$ cat config.mk
export PLATFORM = sky130hd
export DESIGN_NAME = cmp_cond
export DESIGN_NICKNAME = d
export VERILOG_FILES = /design/src/rtl/cmp_cond_pkg.sv /design/src/rtl/cmp_sync_chain.sv /design/src/rtl/cmp_polarity_sync.sv /design/src/rtl/cmp_edge_irq.sv /design/src/rtl/cmp_input_route.sv /design/src/rtl/cmp_cond.sv
export SDC_FILE = /design/constraint.sdc
export NUM_CORES = 1
export LEC_CHECK = 0
export BUFFER_PORTS_ARGS = -buffer_cell sky130_fd_sc_hd__buf_2
export CAP_MARGIN = 10
export CORE_AREA = 3 3 40 42
export CTS_CLUSTER_DIAMETER = 60
export DETAILED_ROUTE_END_ITERATION = 12
export DIE_AREA = 0 0 43 45
export HOLD_SLACK_MARGIN = 0.05
export RECOVER_POWER = 50
export SYNTH_ARGS = -nofsm -noshare
export SYNTH_HDL_FRONTEND = slang
export SYNTH_HIERARCHICAL = 1
export SYNTH_SLANG_ARGS = --single-unit
$ cat constraint.sdc
create_clock -name clk_i -period 2.4 [get_ports clk_i]
set_input_delay 0.48 -clock clk_i [delete_from_list [all_inputs] [get_ports clk_i]]
set_output_delay 0.48 -clock clk_i [all_outputs]
set_load 0.02 [all_outputs]
$ cat src/rtl/cmp_cond_pkg.sv
package cmp_cond_pkg;
   localparam int unsigned SEL_W = 2;
   localparam int unsigned SYNC_STAGES = 2;

   typedef enum logic [SEL_W-1:0] {
      POS_PIN    = 2'd0,
      POS_DAC    = 2'd1,
      POS_FIXREF = 2'd2,
      POS_GND    = 2'd3
   } pos_src_e;
endpackage

$ cat src/rtl/cmp_sync_chain.sv
module cmp_sync_chain #(
   parameter int unsigned STAGES = 2
) (
   input  logic clk_i,
   input  logic rst_ni,
   input  logic d_i,
   output logic q_o
);
   if (STAGES < 2) begin : g_bad_depth
      $error("cmp_sync_chain: STAGES must be at least 2");
   end

   logic [STAGES-1:0] stg;

   always_ff @(posedge clk_i or negedge rst_ni) begin
      if (!rst_ni) stg <= '0;
      else         stg <= {stg[STAGES-2:0], d_i};
   end

   assign q_o = stg[STAGES-1];
endmodule

$ cat src/rtl/cmp_polarity_sync.sv
module cmp_polarity_sync #(
   parameter int unsigned SYNC_STAGES = 2
) (
   input  logic clk_i,
   input  logic rst_ni,
   input  logic cmp_raw_i,
   input  logic cmp_en_i,
   input  logic pol_inv_i,
   input  logic sync_en_i,
   input  logic tmr_src_clk_i,
   input  logic tmr_presc_clk_i,
   input  logic presc_sel_i,
   output logic cmp_out_o,
   output logic fall_tick_o
);
   logic pol_val;
   logic cap_clk;
   logic cap_clk_s;
   logic cap_clk_prev;
   logic held;

   // disabled comparator contributes a 0 before the inversion
   assign pol_val = (cmp_raw_i & cmp_en_i) ^ pol_inv_i;
   assign cap_clk = presc_sel_i ? tmr_presc_clk_i : tmr_src_clk_i;

   cmp_sync_chain #(.STAGES(SYNC_STAGES)) tclk_sync_i (
      .clk_i (clk_i),
      .rst_ni(rst_ni),
      .d_i   (cap_clk),
      .q_o   (cap_clk_s)
   );

   always_ff @(posedge clk_i or negedge rst_ni) begin
      if (!rst_ni) cap_clk_prev <= 1'b0;
      else         cap_clk_prev <= cap_clk_s;
   end

   assign fall_tick_o = cap_clk_prev & ~cap_clk_s;

   always_ff @(posedge clk_i or negedge rst_ni) begin
      if (!rst_ni)          held <= 1'b0;
      else if (fall_tick_o) held <= pol_val;
   end

   assign cmp_out_o = sync_en_i ? held : pol_val;
endmodule

$ cat src/rtl/cmp_edge_irq.sv
module cmp_edge_irq #(
   parameter int unsigned SYNC_STAGES = 2
) (
   input  logic clk_i,
   input  logic rst_ni,
   input  logic cond_i,
   input  logic rise_en_i,
   input  logic fall_en_i,
   input  logic clr_i,
   output logic flag_o
);
   logic cond_s;
   logic cond_prev;
   logic hit;

   cmp_sync_chain #(.STAGES(SYNC_STAGES)) out_sync_i (
      .clk_i (clk_i),
      .rst_ni(rst_ni),
      .d_i   (cond_i),
      .q_o   (cond_s)
   );

   always_ff @(posedge clk_i or negedge rst_ni) begin
      if (!rst_ni) cond_prev <= 1'b0;
      else         cond_prev <= cond_s;
   end

   assign hit = (rise_en_i & cond_s & ~cond_prev) |
                (fall_en_i & ~cond_s & cond_prev);

   // a detected transition outranks a software clear
   always_ff @(posedge clk_i or negedge rst_ni) begin
      if (!rst_ni)    flag_o <= 1'b0;
      else if (hit)   flag_o <= 1'b1;
      else if (clr_i) flag_o <= 1'b0;
   end
endmodule

$ cat src/rtl/cmp_input_route.sv
module cmp_input_route #(
   parameter int unsigned SEL_W = 2,
   localparam int unsigned NSRC = 1 << SEL_W
) (
   input  logic             en_i,
   input  logic [SEL_W-1:0] pos_sel_i,
   input  logic [SEL_W-1:0] neg_sel_i,
   output logic [NSRC-1:0]  pos_route_o,
   output logic [NSRC-1:0]  neg_route_o
);
   for (genvar k = 0; k < NSRC; k++) begin : g_dec
      assign pos_route_o[k] = en_i && (pos_sel_i == SEL_W'(k));
      assign neg_route_o[k] = en_i && (neg_sel_i == SEL_W'(k));
   end
endmodule

$ cat src/rtl/cmp_cond.sv
module cmp_cond
   import cmp_cond_pkg::*;
#(
   parameter int unsigned SYNC_W = cmp_cond_pkg::SYNC_STAGES,
   parameter int unsigned SEL_W  = cmp_cond_pkg::SEL_W,
   localparam int unsigned NSRC  = 1 << SEL_W
) (
   input  logic             clk_i,
   input  logic             rst_ni,
   input  logic             cmp_raw_i,
   input  logic             cmp_en_i,
   input  logic             pol_inv_i,
   input  logic             sync_en_i,
   input  logic             tmr_src_clk_i,
   input  logic             tmr_presc_clk_i,
   input  logic             presc_sel_i,
   input  logic             rise_en_i,
   input  logic             fall_en_i,
   input  logic             flag_clr_i,
   input  logic             irq_en_i,
   input  logic [SEL_W-1:0] pos_sel_i,
   input  logic [SEL_W-1:0] neg_sel_i,
   output logic             cmp_out_o,
   output logic             flag_o,
   output logic             irq_o,
   output logic [NSRC-1:0]  pos_route_o,
   output logic [NSRC-1:0]  neg_route_o
);
   if (SEL_W < 1 || SEL_W > 4) begin : g_bad_sel
      $error("cmp_cond: SEL_W must be in 1..4");
   end

   logic fall_tick;

   cmp_polarity_sync #(.SYNC_STAGES(SYNC_W)) pol_i (
      .clk_i          (clk_i),
      .rst_ni         (rst_ni),
      .cmp_raw_i      (cmp_raw_i),
      .cmp_en_i       (cmp_en_i),
      .pol_inv_i      (pol_inv_i),
      .sync_en_i      (sync_en_i),
      .tmr_src_clk_i  (tmr_src_clk_i),
      .tmr_presc_clk_i(tmr_presc_clk_i),
      .presc_sel_i    (presc_sel_i),
      .cmp_out_o      (cmp_out_o),
      .fall_tick_o    (fall_tick)
   );

   cmp_edge_irq #(.SYNC_STAGES(SYNC_W)) edge_i (
      .clk_i    (clk_i),
      .rst_ni   (rst_ni),
      .cond_i   (cmp_out_o),
      .rise_en_i(rise_en_i),
      .fall_en_i(fall_en_i),
      .clr_i    (flag_clr_i),
      .flag_o   (flag_o)
   );

   cmp_input_route #(.SEL_W(SEL_W)) route_i (
      .en_i       (cmp_en_i),
      .pos_sel_i  (pos_sel_i),
      .neg_sel_i  (neg_sel_i),
      .pos_route_o(pos_route_o),
      .neg_route_o(neg_route_o)
   );

   assign irq_o = flag_o & irq_en_i;
endmodule

==> out/metrics.sh <==
FF2FF_SETUP_SLACK_PS=1440
YOSYSUNIQUECELLTYPES=12
AREA_OF_THE_CORE_UM2=1285
CPMOSTUSEDCELL='buf_2'
REGTOREGSTARTPOINT='pol_i/tclk_sync_i/stg[1]'
GP_ROUTABILITY_CONGESTION=0.6526
SLEW-LIMIT-HEADROOM=0.7170
CTS.CLK_SLEW.WORST_PATHS_PS=50
SYNTH_SEQUENTIAL_AREA_RATIO=0.5424
EFFECTIVE_UTILIZATION_AT_FLOORPLAN=0.2872
VIA_PER_INST=4.389
CP_SLOWEST_STAGE_DELAY_PS=270
CRITICAL_PATH_PEAK_FANOUT=9
PLACEDINSTANCEAREA_UM2=523.0
CRITICAL_PATH_ARRIVAL_PS=1240
PLACE_INST=69
SYNTH.YOSYS.WARNINGS=6
ROUTE.VIAS.TOTAL=316
DETAIL-ROUTE-ANTENNA-NETS=0
IO_BUFFER_COUNT=27
DETAILEDROUTE.FIRSTPASSITERATIONCOUNT=2
FINAL_CORE_AREA_UTILIZATION=0.4236
FINALHOLDVIOLCOUNT=0
FINAL_AREA_UM2=544.3
CLOCK_ROOT_BUFFER='clkbuf_4'
SETUP_TNS_PS=0
LAYOUT.NETS=76
POSTCTSHOLDBUFS=0
CLOCK_TREE_FROM_TRITONCTS='yes'
GRT_REMAINING_OVERFLOW=0
MAXCAPVIOLCOUNT=0
IRDROPWORSTVDD_V=0.0003311
GRT.TOTAL_USAGE=0.09628
CRIT_PATH_CELL_TRACE='buf_2 > nand2_1 > xnor2_1 > mux2_2 > buf_2'
INSERTEDDIODECOUNT=0
FP.DIEAREA_UM2=1935
DRT_WL_TOTAL_UM=719
NUMBER_OF_GLOBAL_ROUTE_VIAS_BEFORE_REPAIR=294
CLOCKBUFFERDEPTH=2
SETUP-VIOLATIONS-FINAL=0
CRIT_PATH_TOP_DELAY_CELL='mux2_2'
TIGHTESTPINTRANSITION_PS=424.5
DRT-INITIAL-DRC-COUNT=2
FINAL-MAX-SLEW-VIOLATION-COUNT=0
POST-LAYOUT-TOTAL-POWER_uW=351.6
POST_DRT_WL_PER_CELL_UM=9.986
GRT_SETUP_UNREPAIRED='false'
DIE_Y_UM=45
CRITPATHLAUNCHTYPE='input pin'
ROUTE.DETAILED.DRC=0
CRITICAL_PATH_CLASS='in2out'
HTREEDEPTH=1
PERIOD_MINUS_SLACK_PS=1723
AVGSYNTHCELLAREA_UM2=13.67
CLOCK.FMAX_MHz=580.5
STD_CELL_ROWS=13
MAXIMUM_NUMBER_OF_PINS_ON_ONE_NET_BEFORE_GLOBAL_ROUTE_REPAIR=10
WORST_SKEW_PAIR.LATE_LATENCY_PS=250
LAYOUT_WORST_PATH_CYCLE_SHARE=0.7177
POWER_DENSITY_nW_PER_UM2=646.1
SYNTHESIS.NETS=44
FINAL_CELLS=72
CTS_BUFFERS=3
POWER.STATIC_LEAKAGE_nW=0.3062
FINAL.SETUP.WORST_SLACK_PS=677.5
TRITONCTS_SINKS=8
HOLD_WS_PS=139.3
IOPINCOUNT=28
PRE_CTS_WS_PS=666.4
WORST_R2R_PATH_DEPTH=2
POST_SYNTH_DESIGN_CELL_AREA_UM2=369.1
AREA_DELTA_SYNTH_FINAL_PCT=47.46
REGTOREGENDPOINT='pol_i/held'
CTS.REPAIR.RESIZED=0
SYNTH_SEQ_CELLS=8
GRT_PASS1_WL_UM=1290
HOLD_PATH.CLASS='in2async'
NETLIST_INSTANCES=27
TIMING.CRITICAL_PATH.TO_TYPE='output pin'
DIE_W_UM=43
CLOCK-SKEW-FINAL_PS=3.392
N_FILL_CELL=113
ANTENNA_VIOLATIONS_BEFORE_REPAIR=0
DRIVE_ABOVE_1_SHARE=0.6316
RUN_STATUS='completed'
CTS.REPAIR_TIMING.SETUP_BUFFER_COUNT=0
REQUIRED_PS=1920
worst max-delay path by stage:
stage	startpoint	to	cells past startpoint
global route	cmp_en_i	cmp_out_o	5
floorplan	cmp_raw_i	cmp_out_o	3
finish	cmp_en_i	cmp_out_o	5
CTS	cmp_en_i	cmp_out_o	5
global placement	cmp_en_i	cmp_out_o	5
detailed placement	cmp_en_i	cmp_out_o	5
synth_stat cells (all sizes together):
| library cell | n | area (µm²) |
|---|---|---|
| nor2b | 1 | 13.76 |
| nand3b | 1 | 7.510 |
| nand2b | 1 | 6.260 |
| mux2 | 3 | 33.78 |
| and2 | 1 | 6.260 |
| and3 | 2 | 12.51 |
| nor3b | 2 | 25.02 |
| dfrtp | 8 | 200.2 |
| and3b | 4 | 35.03 |
| nand2 | 2 | 7.510 |
| o211ai | 1 | 12.51 |
| xnor2 | 1 | 8.760 |
routing by layer:
layer  GRT usage  vias up  part of all wire
met5           0        -                 0
met4     0.03614        0                 0
met3     0.07968        0              0.17
met2      0.1257       26              0.38
met1      0.1156      133              0.45
li1            -      157                 -
critical path: cells and delay by family:
family | cells | cell delay, ps
buffers and inverters | 2 | 290
multiplexers | 1 | 270
AND/OR/NAND/NOR | 1 | 70
XOR/XNOR | 1 | 130
logic make-up (layout without fill, tap and decap cells):
logic type	count (synthesis)	in the layout	share of synthesized area
flip-flops	8	8	0.5424
XOR/XNOR	1	1	0.02373
AO/OA/AOI/OAI	1	1	0.03389
AND/OR/NAND/NOR	14	14	0.3085
buffers and inverters	0	30	0
multiplexers	3	3	0.09152
flip-flops by register name, indices dropped and copies added, names as in the netlist:
register / count
edge_i/cond_prev: 1
edge_i/flag_o: 1
edge_i/out_sync_i/stg: 2
pol_i/cap_clk_prev: 1
pol_i/held: 1
pol_i/tclk_sync_i/stg: 2
cell type report:
| class | count | area [µm²] | area share |
|---|---|---|---|
| clock buffer | 3 | 22.52 | 0.04138 |
| multi-input combinational | 19 | 168.9 | 0.3103 |
| sequential | 8 | 200.2 | 0.3678 |
| tap | 15 | 18.77 | 0.03448 |
| timing repair buffer | 27 | 133.9 | 0.2460 |
cells in the final DEF (no fill, tap or decap):
cell type | netlist | layout
buf_2 | 0 | 26
o211ai_2 | 1 | 1
mux2_2 | 3 | 3
and3_1 | 2 | 2
nor3b_2 | 2 | 2
xnor2_1 | 1 | 1
nand2b_1 | 1 | 1
dfrtp_1 | 8 | 8
nor2b_4 | 1 | 1
clkbuf_4 | 0 | 3
clkbuf_1 | 0 | 1
and2_1 | 1 | 1
and3b_1 | 4 | 4
nand3b_1 | 1 | 1
nand2_1 | 2 | 2
where the power goes:
group | leakage, nW | switching (mW) | internal, mW
clock network | 0.0138 | 0.0396 | 0.0568
logic | 0.198 | 0.0453 | 0.0412
registers | 0.0941 | 0.0110 | 0.158
total | 0.306 | 0.0959 | 0.256
Power figures use the tool's default switching activity.
